$ cat config.mk
export PLATFORM = sky130hd
export DESIGN_NAME = lcd_init_player
export DESIGN_NICKNAME = d
export VERILOG_FILES = /design/src/rtl/lcd_init_player.sv
export SDC_FILE = /design/constraint.sdc
export NUM_CORES = 1
export LEC_CHECK = 0
export CORE_MARGIN = 8
export CORE_UTILIZATION = 55
export DETAILED_ROUTE_END_ITERATION = 10
export DONT_BUFFER_PORTS = 1
export PLACE_DENSITY_LB_ADDON = 0.15
export SLEW_MARGIN = 20
export SYNTH_ARGS = -nofsm -noshare
export SYNTH_HDL_FRONTEND = slang
export SYNTH_SLANG_ARGS = --single-unit
$ cat constraint.sdc
create_clock -name clk -period 3.5 [get_ports clk]
set_input_delay 0.35 -clock clk [delete_from_list [all_inputs] [get_ports clk]]
set_output_delay 0.35 -clock clk [all_outputs]
set_load 0.02 [all_outputs]
$ cat src/rtl/lcd_init_player.sv
module lcd_init_player #(
  parameter int CLK_HZ = 50_000_000,
  parameter int RST_MS = 50
) (
  input  logic        clk,
  input  logic        rst_n,
  input  logic        start,
  input  logic        bus_busy,
  input  logic [15:0] rd_data,
  output logic        req,
  output logic        req_rd,
  output logic        req_rs,
  output logic [15:0] req_word,
  output logic        panel_rst_n,
  output logic [15:0] panel_id,
  output logic        done
);
  localparam int CPM   = (CLK_HZ / 1000 > 0) ? CLK_HZ / 1000 : 1;
  localparam int CW    = (CPM > 1) ? $clog2(CPM) : 1;
  localparam int N_ENT = 51;
  localparam int EW    = $clog2(N_ENT);

  typedef enum logic [3:0] {
    S_IDLE, S_IDRQ, S_IDWT, S_RST, S_IXRQ, S_IXWT,
    S_VLRQ, S_VLWT, S_DLY, S_MWRQ, S_MWWT, S_DONE
  } st_t;

  function automatic logic [31:0] rom(input logic [EW-1:0] i);
    case (i)
      0:  rom = 32'hE50078F0;  1:  rom = 32'hE3003008;  2:  rom = 32'hE7000012;
      3:  rom = 32'hEF001231;  4:  rom = 32'h00000001;  5:  rom = 32'h01000100;
      6:  rom = 32'h02000700;  7:  rom = 32'h03001030;  8:  rom = 32'h04000000;
      9:  rom = 32'h08000207;  10: rom = 32'h09000000;  11: rom = 32'h0A000000;
      12: rom = 32'h0C000000;  13: rom = 32'h0D000000;  14: rom = 32'h0F000000;
      15: rom = 32'h10000000;  16: rom = 32'h11000007;  17: rom = 32'h12000000;
      18: rom = 32'h13140000;  19: rom = 32'h10001290;  20: rom = 32'h11320007;
      21: rom = 32'h12320019;  22: rom = 32'h13001700;  23: rom = 32'h29320014;
      24: rom = 32'h20000000;  25: rom = 32'h21000000;  26: rom = 32'h30000504;
      27: rom = 32'h31000007;  28: rom = 32'h32000006;  29: rom = 32'h35000106;
      30: rom = 32'h36000202;  31: rom = 32'h37000504;  32: rom = 32'h38000500;
      33: rom = 32'h39000706;  34: rom = 32'h3C000204;  35: rom = 32'h3D000202;
      36: rom = 32'h50000000;  37: rom = 32'h510000EF;  38: rom = 32'h52000000;
      39: rom = 32'h5300013F;  40: rom = 32'h6000A700;  41: rom = 32'h61000001;
      42: rom = 32'h6A000000;  43: rom = 32'h2B32000D;  44: rom = 32'h90000011;
      45: rom = 32'h92000600;  46: rom = 32'h93000003;  47: rom = 32'h95000110;
      48: rom = 32'h97000000;  49: rom = 32'h98000000;  50: rom = 32'h07000173;
      default: rom = 32'h0;
    endcase
  endfunction

  st_t           state;
  logic          armed;
  logic [EW-1:0] ent;
  logic [7:0]    ms_left;
  logic [CW-1:0] cyc;
  logic [1:0]    rst_ph;
  logic          rst_line;
  logic [15:0]   id_q;
  logic [31:0]   ent_w;

  assign ent_w       = rom(ent);
  assign req_rd      = (state == S_IDRQ);
  assign req_rs      = (state == S_VLRQ);
  assign req         = !bus_busy && (state == S_IDRQ || state == S_IXRQ ||
                                     state == S_VLRQ || state == S_MWRQ);
  assign req_word    = (state == S_VLRQ) ? ent_w[15:0] :
                       (state == S_IXRQ) ? {8'h00, ent_w[31:24]} :
                       (state == S_MWRQ) ? 16'h0022 : 16'h0000;
  assign done        = (state == S_DONE);
  assign panel_rst_n = rst_line;
  assign panel_id    = id_q;

  always_ff @(posedge clk) begin
    if (!rst_n) begin
      state <= S_IDLE; armed <= 1'b0; ent <= '0; ms_left <= '0;
      cyc <= '0; rst_ph <= '0; rst_line <= 1'b0; id_q <= '0;
    end else if (start) begin
      state <= S_IDRQ; armed <= 1'b0; ent <= '0; ms_left <= '0;
      cyc <= '0; rst_ph <= '0; rst_line <= 1'b0;
    end else begin
      if ((state == S_RST || state == S_DLY) && ms_left != 0) begin
        if (cyc == CW'(CPM - 1)) begin
          cyc <= '0;
          ms_left <= ms_left - 8'd1;
        end else cyc <= cyc + 1'b1;
      end
      case (state)
        S_IDRQ: if (!bus_busy) begin state <= S_IDWT; armed <= 1'b0; end
        S_IXRQ: if (!bus_busy) begin state <= S_IXWT; armed <= 1'b0; end
        S_VLRQ: if (!bus_busy) begin state <= S_VLWT; armed <= 1'b0; end
        S_MWRQ: if (!bus_busy) begin state <= S_MWWT; armed <= 1'b0; end
        S_IDWT, S_IXWT, S_VLWT, S_MWWT:
          if (!armed) armed <= 1'b1;
          else if (!bus_busy) begin
            case (state)
              S_IDWT: begin
                id_q <= rd_data; state <= S_RST;
                ms_left <= 8'(RST_MS); cyc <= '0;
              end
              S_IXWT: state <= S_VLRQ;
              S_VLWT:
                if (ent_w[23:16] != 8'd0) begin
                  state <= S_DLY; ms_left <= ent_w[23:16]; cyc <= '0;
                end else if (ent == EW'(N_ENT - 1)) state <= S_MWRQ;
                else begin ent <= ent + 1'b1; state <= S_IXRQ; end
              default: state <= S_DONE;
            endcase
          end
        S_RST:
          if (ms_left == 0) begin
            if (rst_ph == 2'd3) state <= S_IXRQ;
            else begin
              rst_line <= ~rst_line; rst_ph <= rst_ph + 2'd1;
              ms_left <= 8'(RST_MS); cyc <= '0;
            end
          end
        S_DLY:
          if (ms_left == 0) begin
            if (ent == EW'(N_ENT - 1)) state <= S_MWRQ;
            else begin ent <= ent + 1'b1; state <= S_IXRQ; end
          end
        default: ;
      endcase
    end
  end

  p_single_pulse_r7: assert property (@(posedge clk) disable iff (!rst_n)
    (req && !start) |=> !req);
  p_done_hold_r8: assert property (@(posedge clk) disable iff (!rst_n)
    (done && !start) |=> done);
  p_quiet_done_r8: assert property (@(posedge clk) disable iff (!rst_n)
    done |-> !req);
  p_line_up_table_r3: assert property (@(posedge clk) disable iff (!rst_n)
    (req && !req_rd) |-> panel_rst_n);
  p_restart_r9: assert property (@(posedge clk) disable iff (!rst_n)
    start |=> (!done && !panel_rst_n));
  p_read_word_r2: assert property (@(posedge clk) disable iff (!rst_n)
    (req && req_rd) |-> (req_word == 16'h0000 && !req_rs));
endmodule

Word-level counts from Yosys, hierarchy flattened
Memory sizes are Yosys's and may differ from the RTL's. A register that Yosys moved wholly into a read port is not among the register bits.
Index checks and enable logic that the tools add are counted.
{"block": "totals", "input_bits": 20, "register_bits": 54, "elab_cells": 123, "rom_bits": 1792, "n_memories": 1}
{"name": "(no name shown)", "depth": 64, "width": 28, "read_ports": 1, "rd_ports_with_merged_regs": 1, "wr": 0, "line_no": "29", "rtl": "case (i)"}
{"block": "classes", "n_eq_ne": 35, "n_mux": 46, "bitwise_logic": 5, "addsub": 4, "reduce_logical": 23}
{"op": "16-bit 2-to-1 mux", "n": 8}
{"op": "8-bit 2-to-1 mux", "n": 8}
{"op": "16-bit case mux with 2 select lines", "n": 2}
{"op": "6-bit 2-to-1 mux", "n": 9}
{"op": "4-bit 2-to-1 mux", "n": 11}
{"op": "8-bit case mux with 2 select lines", "n": 2}
{"op": "4-bit case mux with 7 select lines", "n": 1}
{"op": "8-bit nonzero test", "n": 3}
{"op": "10-bit AND reduction", "n": 2}
{"op": "2-bit inequality test, second input constant", "n": 9}
{"op": "3-bit inequality test, second input constant", "n": 6}
{"op": "16-bit by 1-bit adder with 16-bit output, second input constant", "n": 1}
{"op": "16-bit equality test, second input constant", "n": 1}
{"op": "4-bit by 3-bit equality test with 1-bit output, second input constant", "n": 4}
{"op": "4-bit equality test, second input constant", "n": 4}
{"op": "4-bit case mux with 3 select lines", "n": 1}
{"op": "6-bit case mux with 2 select lines", "n": 1}
{"op": "3-bit by 2-bit inequality test with 1-bit output, second input constant", "n": 3}
{"op": "4-bit by 2-bit equality test with 1-bit output, second input constant", "n": 2}
{"op": "8-bit logical NOT", "n": 1}
{"op": "4-bit OR reduction", "n": 2}
{"op": "8-bit by 1-bit subtractor with 8-bit output, second input constant", "n": 1}
{"op": "7-bit nonzero test", "n": 1}
{"op": "6-bit by 1-bit adder with 6-bit output, second input constant", "n": 1}
{"op": "17 further kinds", "n": 29}

Longest topological paths before layout
Gate-level depths: netlist of run 1.
{"block": "depth", "depth_word": 9, "ltp_mapped": 14}

Worst setup path before layout of run 1
OpenSTA, ideal clock, no wires.
{"block": "synth_timing", "kind": "reg2reg", "start": "register state[1]", "end": "register, netlist name ent_w[0]", "n_path_buf": 3, "slack_ns": 0.428, "period_less_slack_ns": 3.072, "arrival_time_ns": 2.947, "stages_incl_launch_ff": 12, "path_cell_list": "dfxtp_1 > buf_2 > or4b_4 > nand3b_4 > a31o_2 > o21ai_1 > buf_2 > buf_2 > ha_1 > a21oi_1 > a32oi_1 > a2111o_1"}
{"block": "synth_between", "elab_chain_len": 6, "word_cells_on_any_way": 16, "classes_between": "eq/ne (10); mux (3); reduce/logical (3)"}
{"element": "start, declared", "line_no": "51", "rtl": "st_t state;"}
{"element": "start signal, assigned", "line_no": "75", "rtl": "state <= S_IDLE; armed <= 1'b0; ent <= '0; ms_left <= '0;"}
{"element": "start signal, assigned", "line_no": "78", "rtl": "state <= S_IDRQ; armed <= 1'b0; ent <= '0; ms_left <= '0;"}
{"element": "start signal, assigned", "line_no": "88", "rtl": "S_IDRQ: if (!bus_busy) begin state <= S_IDWT; armed <= 1'b0; end"}
{"element": "4-bit by 3-bit equality test with 1-bit output (tied with other cells)", "line_no": "87, 95"}
{"element": "4-bit OR reduction", "line_no": "87", "rtl": "case (state)"}
{"element": "2-bit inequality test (no source line) or 2-bit nonzero test (tied branches)"}
{"element": "6-bit AND reduction (no source line)"}
{"element": "6-bit 2-to-1 mux (no source line) * (2 in a row)"}
Mark *: on every way between the ends. The rest lies on a longest branch, timed or not.
A chain may end at the register's enable or synchronous reset.

Worst setup path after layout of run 1
{"block": "layout_timing", "start": "register state[3]", "end": "register, netlist name ent_w[3]"}
{"block": "layout_between", "elab_chain_len": 6, "word_cells_on_any_way": 16, "classes_between": "eq/ne (10); mux (3); reduce/logical (3)"}
{"element": "4-bit by 3-bit equality test with 1-bit output (tied with other cells)", "line_no": "87, 95"}
{"element": "4-bit OR reduction", "line_no": "87"}
{"element": "2-bit inequality test (no source line) or 2-bit nonzero test (tied branches)"}
{"element": "6-bit AND reduction (no source line)"}
{"element": "6-bit 2-to-1 mux (no source line) * (2 in a row)"}
Marked as above.

==> results.md, run 1 <==
| Result | Reported | Unit |
| --- | --- | --- |
| Result of the run | complete, no violations | - |
| Worst-Skew Late Latency | 0.35 | ns |
| Required time worst endpoint | 3.77 | ns |
| Worst hold start | rst_n | - |
| Max frequency | 308 | MHz |
| Setup TNS | 0 | ns |
| Average cell area after synthesis | 8.26 | µm² |
| Full die area | 11800 | µm² |
| Total number of H-tree levels | 3 | - |
| Destination of the worst register-to-register timing path | ent_w[3] | - |
| First DRT Iteration DRCs | 456 | - |
| Overall die height | 109 | µm |
| P&R area growth vs syn | 9.98 | % |
| Ys async rst share | 0 | % |
| Number of cells on the worst hold path | 1 | - |
| Total of flip-flops plus latches after synthesis | 80 | - |
| Post-CTS clock slew at the launch and capture registers of the worst setup and hold paths | 0.10 | ns |
| Post-layout net count | 620 | - |
| Endpoint arrival time on the critical path | 3.52 | ns |
| Num ports | 57 | - |
| CP Max Fanout | 17 | - |
| Endpoint type of the worst setup path | flop | - |
| Wire per inst | 19.1 | µm |
| Pin count of the biggest net entering global routing | 24 | - |
| Hold Vio Cnt, Final | 0 | - |
| Tightest slew margin relative to the limit | 45.4 | % |
| Setup fix buffers added after clock tree synthesis | 0 | - |
| Placement Rows | 34 | - |
| Routed wire length | 13.3 | mm |
| Cell area power density | 338 | nW/µm² |
| Placer congestion estimate | 0.981 | - |
| Count of nets left with antenna violations after detail routing | 0 | - |
| Shortest period the worst path allows | 3.25 | ns |
| Die X-Extent | 109 | µm |
| First-pass iteration count of the detailed router | 5 | - |
| Count of pins over their slew limit | 0 | - |
| Vias in the first global route | 4080 | - |
| Cell count after synthesis | 572 | - |
| Overall routing resource usage | 22.6 | % |
| Detailed Place HPWL | 9.68 | mm |
| Worst r2r path cells | 12 | - |
| Classification of the worst setup path | flop to flop | - |
| Launch point of the critical path | state[3] | - |
| Sequential cell area | 1600 | µm² |
| Worst reg2reg setup slack | 0.25 | ns |
| Share of final-layout standard cells stronger than drive strength 1 | 12.2 | % |
| Num CTS Buffers | 9 | - |
| Startpoint class of the critical path | flop | - |
| Worst Clk Skew | 0.0148 | ns |
| Leakage power total | 0.00209 | µW |
| Total via count after detailed routing | 4331 | - |
| Gr ovfl total | 0 | - |
| Area occupied by multi-input gates | 2900 | µm² |
| Num Clock Sinks | 80 | - |
| Area inside the core boundary | 8510 | µm² |
| ANT cells | 0 | - |
| Max-cap violations | 0 | - |
| Clock buffer depth | 2 | - |
| Summed instance area of the synthesized netlist | 4730 | µm² |
| Hold Worst Slack | 0.128 | ns |
| Number of distinct library cells after synthesis | 67 | - |
| Ratio of routed vias to standard cells | 6.21 | - |
| YS warnings | 0 | - |
| Classification of the worst-slack hold path | input port to flop | - |
| Number of buffers inserted by port buffering | 0 | - |
| TritonCTS clock tree | done | - |
| Initial antenna violation count | 0 | - |
| Number of filler instances in the final layout | 761 | - |
| First-pass GRT wire length | 21.3 | mm |
| Buffer cell driving the clock tree root | sky130_fd_sc_hd__clkbuf_8 | - |
| Post-detailed-route DRC marker count | 0 | - |
| Final design utilization | 61.1 | % |
| Number of enable flip-flop cells after synthesis | 0 | - |
| Period utilization | 92.7 | % |
| Final-report setup violation count | 0 | - |
| Most common flop cell mapped by yosys | sky130_fd_sc_hd__dfxtp_1 | - |
| Unrepaired setup endpoints after global routing | no | - |
| Synthesized netlist net count | 608 | - |
| Portion of the post-synthesis area used by sequential elements | 33.9 | % |
| Peak supply drop | 0.000223 | V |
| Slew at the pin closest to its max-slew limit | 0.819 | ns |
| Effective utilization at floorplan | 55.6 | % |
| Hold Crit Endpoint | panel_id[7] | - |
| Worst R2R Start | state[3] | - |
-- Yosys cell counts (4+ instances only) --
| cell | count | share of area, % |
|---|---|---|
| sky130_fd_sc_hd__nor3_1 | 13 | 1.4 |
| sky130_fd_sc_hd__ha_1 | 16 | 4.2 |
| sky130_fd_sc_hd__nand2b_1 | 9 | 1.2 |
| sky130_fd_sc_hd__and2_1 | 8 | 1.1 |
| sky130_fd_sc_hd__nand2_1 | 52 | 4.1 |
| sky130_fd_sc_hd__and3_1 | 6 | 0.79 |
| sky130_fd_sc_hd__a21oi_1 | 22 | 2.3 |
| sky130_fd_sc_hd__dfxtp_1 | 80 | 34 |
| sky130_fd_sc_hd__clkbuf_1 | 18 | 1.4 |
| sky130_fd_sc_hd__buf_2 | 11 | 1.2 |
| sky130_fd_sc_hd__inv_1 | 21 | 1.7 |
| sky130_fd_sc_hd__or2_2 | 5 | 0.66 |
| sky130_fd_sc_hd__xnor2_1 | 12 | 2.2 |
| sky130_fd_sc_hd__o2111ai_1 | 5 | 0.93 |
| sky130_fd_sc_hd__nand4_1 | 7 | 0.93 |
| sky130_fd_sc_hd__nor2b_1 | 21 | 2.8 |
| sky130_fd_sc_hd__a31o_2 | 4 | 0.74 |
| sky130_fd_sc_hd__o22ai_1 | 4 | 0.53 |
| sky130_fd_sc_hd__nand3_1 | 28 | 3.0 |
| sky130_fd_sc_hd__mux2i_1 | 31 | 6.6 |
| sky130_fd_sc_hd__o21a_1 | 4 | 0.64 |
| sky130_fd_sc_hd__a31oi_1 | 8 | 1.1 |
| sky130_fd_sc_hd__o211ai_1 | 10 | 1.6 |
| sky130_fd_sc_hd__a22oi_1 | 8 | 1.3 |
| sky130_fd_sc_hd__nor2_1 | 60 | 4.8 |
| sky130_fd_sc_hd__o221ai_1 | 6 | 1.1 |
| sky130_fd_sc_hd__o21ai_0 | 23 | 2.4 |
| sky130_fd_sc_hd__xor2_1 | 13 | 2.4 |
| sky130_fd_sc_hd__nor4bb_1 | 4 | 0.85 |
-- power breakdown --
group	internal [µW]	switching, µW	total [µW]
sequential	911	2.95	914
clock	408	372	780
combinational	23.3	37.7	61.0
-- layout make-up --
| type | instances | share of cell area, % |
|---|---|---|
| Clock buffer | 9 | 2.38 |
| Clock inverter | 7 | 1.95 |
| Sequential cell | 80 | 30.8 |
| Tap cell | 108 | 2.60 |
| Multi-Input combinational cell | 437 | 55.8 |
| Inverter | 23 | 1.66 |
| Timing Repair Buffer | 33 | 4.77 |
-- timing repair --
| action | 4_1_cts | 5_1_grt |
|---|---|---|
| resized for setup | 0 | 1 |
| hold buffers | 0 | 0 |
| setup endpoints to repair | 0 | 3 |
-- worst max-delay path by stage --
stage / endpoint / depth (start not counted)
finish: ent_w[3] / 12
global route: ent_w[1] / 12
CTS: ent_w[1] / 13
detailed placement: ent_w[1] / 13
global placement: ent_w[25] / 13
floorplan: ent_w[0] / 11
-- cell usage in the layout, fill, tap and decap left out, types with 8 or more instances in the layout --
cell and count:
sky130_fd_sc_hd__nor3_1 13, sky130_fd_sc_hd__nor2b_1 21, sky130_fd_sc_hd__inv_1 21, sky130_fd_sc_hd__clkbuf_8 9, sky130_fd_sc_hd__nand3_1 28, sky130_fd_sc_hd__and2_1 8, sky130_fd_sc_hd__a21oi_1 22, sky130_fd_sc_hd__ha_1 16
sky130_fd_sc_hd__a31oi_1 8, sky130_fd_sc_hd__a22oi_1 8, sky130_fd_sc_hd__xnor2_1 12, sky130_fd_sc_hd__nand2_1 52, sky130_fd_sc_hd__xor2_1 13, sky130_fd_sc_hd__nand2b_1 9, sky130_fd_sc_hd__o211ai_1 10, sky130_fd_sc_hd__mux2i_1 31
sky130_fd_sc_hd__buf_4 33, sky130_fd_sc_hd__dfxtp_1 80, sky130_fd_sc_hd__nor2_1 60, sky130_fd_sc_hd__o21ai_0 23
-- logic make-up (layout without fill, tap and decap cells) --
kind of cell	Yosys count	after routing	share of synthesized area, %
AO/OA/AOI/OAI	132	132	20.1
XOR/XNOR	26	26	4.98
adder cells (fa/ha/maj)	16	16	4.24
buffers and inverters	55	72	4.82
flip-flops	80	80	33.9
multiplexers	32	32	6.80
AND/OR/NAND/NOR	231	231	25.2
-- critical path: stages (launching register included) --
cell and delay (ns):
sky130_fd_sc_hd__dfxtp_1 0.33, sky130_fd_sc_hd__buf_4 0.19, sky130_fd_sc_hd__nor4bb_1 0.47, sky130_fd_sc_hd__nand2_1 0.17, sky130_fd_sc_hd__buf_4 0.20, sky130_fd_sc_hd__a31o_2 0.28, sky130_fd_sc_hd__o21ai_1 0.40, sky130_fd_sc_hd__buf_4 0.32
sky130_fd_sc_hd__and2_0 0.32, sky130_fd_sc_hd__buf_4 0.18, sky130_fd_sc_hd__nand2_1 0.07, sky130_fd_sc_hd__nand2_1 0.11, sky130_fd_sc_hd__o2bb2ai_1 0.13
-- state kept, by name, indices dropped and copies added, names as in the netlist --
name / flops
armed: 1
ms_left: 8
state: 4
rst_ph: 2
panel_id: 16
ent: 6
panel_rst_n: 1
ent_w: 26
cyc: 16
-- metal layers --
| layer | vias up | global-route usage (%) | share of wire (%) |
|---|---|---|---|
| li1 | 2071 | - | - |
| met1 | 1979 | 30.1 | 43 |
| met2 | 252 | 34.7 | 44 |
| met3 | 29 | 5.91 | 11 |
| met4 | 0 | 7.62 | 1.9 |
| met5 | - | 0 | 0 |
-- through the flow --
stage          power, µW  worst slack [ns]  cell area, µm²  std cells
4_1_cts             1770             0.229            5190        697
2_1_floorplan        987             0.428            4730        572
5_1_grt             1810            0.0987            5200        697
6_report            1760             0.255            5200        697
3_3_place_gp         996             0.383            4970        681
3_5_place_dp         996             0.265            4970        681
(Power assumes the default switching activity.)
==> run 2, diff against run 1 <==
--- a/config.mk
+++ b/config.mk
@@ -7,6 +7,7 @@
 export LEC_CHECK = 0
 export CORE_MARGIN = 8
 export CORE_UTILIZATION = 55
+export CTS_CLUSTER_DIAMETER = 80
 export DETAILED_ROUTE_END_ITERATION = 10
 export DONT_BUFFER_PORTS = 1
 export PLACE_DENSITY_LB_ADDON = 0.15
==> results of run 2 <==
Final layout, timing and power as in run 1 (identical DEF).
==> run 3, diff against run 2 <==
--- a/config.mk
+++ b/config.mk
@@ -6,7 +6,7 @@
 export NUM_CORES = 1
 export LEC_CHECK = 0
 export CORE_MARGIN = 8
-export CORE_UTILIZATION = 55
+export CORE_UTILIZATION = 23
 export CTS_CLUSTER_DIAMETER = 80
 export DETAILED_ROUTE_END_ITERATION = 10
 export DONT_BUFFER_PORTS = 1
==> results.md, run 3 (same netlist as run 1, synthesis figures left out) <==
| Result | Reported | Unit | Change |
| --- | --- | --- | --- |
| Period utilization | 91.3 | % | -1.4 points |
| Share of final-layout standard cells stronger than drive strength 1 | 12.2 | % | -0.041 points |
| Worst hold start | rst_n | - |  |
| Master of the slowest instance on the critical path | sky130_fd_sc_hd__or4b_4 | - |  |
| Total power after layout | 2010 | µW | +15% |
| Final design utilization | 27.3 | % | -34 points |
| Hold Vio Cnt, Final | 0 | - | unchanged |
| Post-layout net count | 622 | - | +0.32% |
| Initial antenna violation count | 0 | - | unchanged |
| Dpl cell area | 5200 | µm² | +4.6% |
| Leakage power total | 0.00215 | µW | +2.9% |
| Classification of the worst setup path | flop to flop | - |  |
| Worst reg2reg setup slack | 0.30 | ns | +0.05 ns |
| Worst R2R Start | state[3] | - |  |
| Endpoint arrival time on the critical path | 3.42 | ns | -0.10 ns |
| Unrepaired setup endpoints after global routing | no | - |  |
| Placement Rows | 52 | - | +53% |
| Peak supply drop | 0.000178 | V | -20% |
| Tightest slew margin relative to the limit | 45.6 | % | +0.13 points |
| Gr ovfl total | 0 | - | unchanged |
| P&R area growth vs syn | 16.8 | % |  |
| Leading cell type in the layout, fill and taps excluded | sky130_fd_sc_hd__dfxtp_1 | - |  |
| Ratio of routed vias to standard cells | 5.04 | - | -19% |
| Classification of the worst-slack hold path | input port to flop | - |  |
| Num Clock Sinks | 80 | - | unchanged |
| Hold Worst Slack | 0.138 | ns | +0.00969 ns |
| Setup TNS | 0 | ns | unchanged |
| Area occupied by multi-input gates | 2900 | µm² | -0.17% |
| Number of flip-flops in the largest register | 26 | - | unchanged |
| First-pass iteration count of the detailed router | 5 | - | unchanged |
| Effective utilization at floorplan | 23.4 | % | -32 points |
| Cell area power density | 364 | nW/µm² | +7.8% |
| Destination of the worst register-to-register timing path | ent_w[0] | - |  |
| Number of buffers inserted by port buffering | 0 | - | unchanged |
| Pin count of the biggest net entering global routing | 32 | - | +33% |
| Worst Clk Skew | 0.00971 | ns | -0.00506 ns |
| Overall die height | 159 | µm | +47% |
| Slew at the pin closest to its max-slew limit | 0.815 | ns | -0.00392 ns |
| Count of nets left with antenna violations after detail routing | 0 | - | unchanged |
| Total via count after detailed routing | 4338 | - | +0.16% |
| Result of the run | complete, no violations | - |  |
| Endpoint type of the worst setup path | flop | - |  |
| Max-cap violations | 0 | - | unchanged |
| Count of pins over their slew limit | 0 | - | unchanged |
| Final-report setup violation count | 0 | - | unchanged |
| Worst r2r path cells | 10 | - | -2 |
| First-pass GRT wire length | 24.0 | mm | +13% |
| Total number of H-tree levels | 3 | - | unchanged |
| Setup fix buffers added after clock tree synthesis | 0 | - | unchanged |
| Buffer cell driving the clock tree root | sky130_fd_sc_hd__clkbuf_16 | - |  |
| Clock buffer depth | 2 | - | unchanged |
| Routed wire length | 15.0 | mm | +13% |
| Sequential cell area | 1600 | µm² | unchanged |
| Number of filler instances in the final layout | 2121 | - | +180% |
| Critical path cell sequence | or4b_4 > nand3b_4 > a211oi_1 > xnor2_1 > nand2_1 > buf_4 > ha_1 > a21oi_1 > a32oi_1 > a2111o_1 | - |  |
| Placer congestion estimate | 0.908 | - | -7.5% |
| Required time worst endpoint | 3.72 | ns | -0.05 ns |
| Post-CTS clock slew at the launch and capture registers of the worst setup and hold paths | 0.07 | ns | -0.03 ns |
| Full die area | 25400 | µm² | +110% |
| Critical path's largest stage delay | 0.51 | ns | +0.04 ns |
| Area inside the core boundary | 20200 | µm² | +140% |
| Num ports | 57 | - | unchanged |
| Startpoint class of the critical path | flop | - |  |
| Worst-Skew Late Latency | 0.35 | ns | about the same |
| Detailed Place HPWL | 11.3 | mm | +17% |
| TritonCTS clock tree | done | - |  |
| CP Max Fanout | 10 | - | -7 |
| First DRT Iteration DRCs | 313 | - | -31% |
| Shortest period the worst path allows | 3.20 | ns | -0.0494 ns |
| Post-detailed-route DRC marker count | 0 | - | unchanged |
| ANT cells | 0 | - | unchanged |
| Post-CTS Hold Fix Bufs | 0 | - | unchanged |
| Vias in the first global route | 4226 | - | +3.6% |
| Cells resized by post-CTS repair | 0 | - | unchanged |
| Max frequency | 313 | MHz | +1.5% |
| Most frequent cells in the layout | sky130_fd_sc_hd__dfxtp_1, sky130_fd_sc_hd__nor2_1, sky130_fd_sc_hd__nand2_1 | - |  |
| Number of cells on the worst hold path | 1 | - | unchanged |
| Hold Crit Endpoint | panel_id[11] | - |  |
| Num CTS Buffers | 9 | - | unchanged |
| Die X-Extent | 159 | µm | +47% |
| Total non-filler cell area in the finished layout | 5520 | µm² | +6.2% |
| Overall routing resource usage | 11.6 | % | -11 points |
| Wire per inst | 17.4 | µm | -8.6% |
-- run 3: critical path, delay by kind of cell (launching register included) --
kind / cells / cell delay (ns)
buffers and inverters: 1 / 0.19
adders and majority gates: 1 / 0.26
AOI/OAI and AO/OA: 4 / 1.06
xor gates and xnor gates: 1 / 0.20
and+or+nand+nor: 3 / 0.90
DFF: 1 / 0.45
-- run 3: metal layers --
layer  global-route usage, %  part of all wire, %
met5                       0                    0
met4                    4.59                  2.1
met3                    3.36                  7.6
met2                    18.4                   46
met1                    14.6                   45
-- run 3: stage by stage --
step,worst slack [ns],instances
floorplan,0.428,572
global placement,0.377,845
detailed placement,0.366,845
CTS,0.316,861
global route,0.0996,861
finish,0.304,861
-- run 3: area by class of cell --
cell class,instances,area share [%]
tap,270,6.12
multi-input combinational,437,52.5
clock buffer,11,4.40
inverter,23,1.56
clock inverter,5,1.45
sequential,80,29.0
timing repair buffer,35,4.99
-- run 3: how the worst max path moves through the flow --
stage	from	to	slack (ns)	cells past startpoint
finish	state[3]	ent_w[0]	0.30	10
global route	state[3]	ent_w[25]	0.1	10
CTS	state[3]	ent_w[0]	0.32	10
detailed placement	state[3]	ent_w[0]	0.37	10
global placement	state[3]	ent_w[4]	0.38	8
floorplan	state[1]	ent_w[0]	0.43	11
-- run 3: power breakdown --
part / switching, µW / internal, µW / leakage [µW]
Combinational: 41.1 / 23.6 / 0.00136
Clock: 388 / 643 / 0.000152
Sequential: 2.46 / 912 / 0.000645
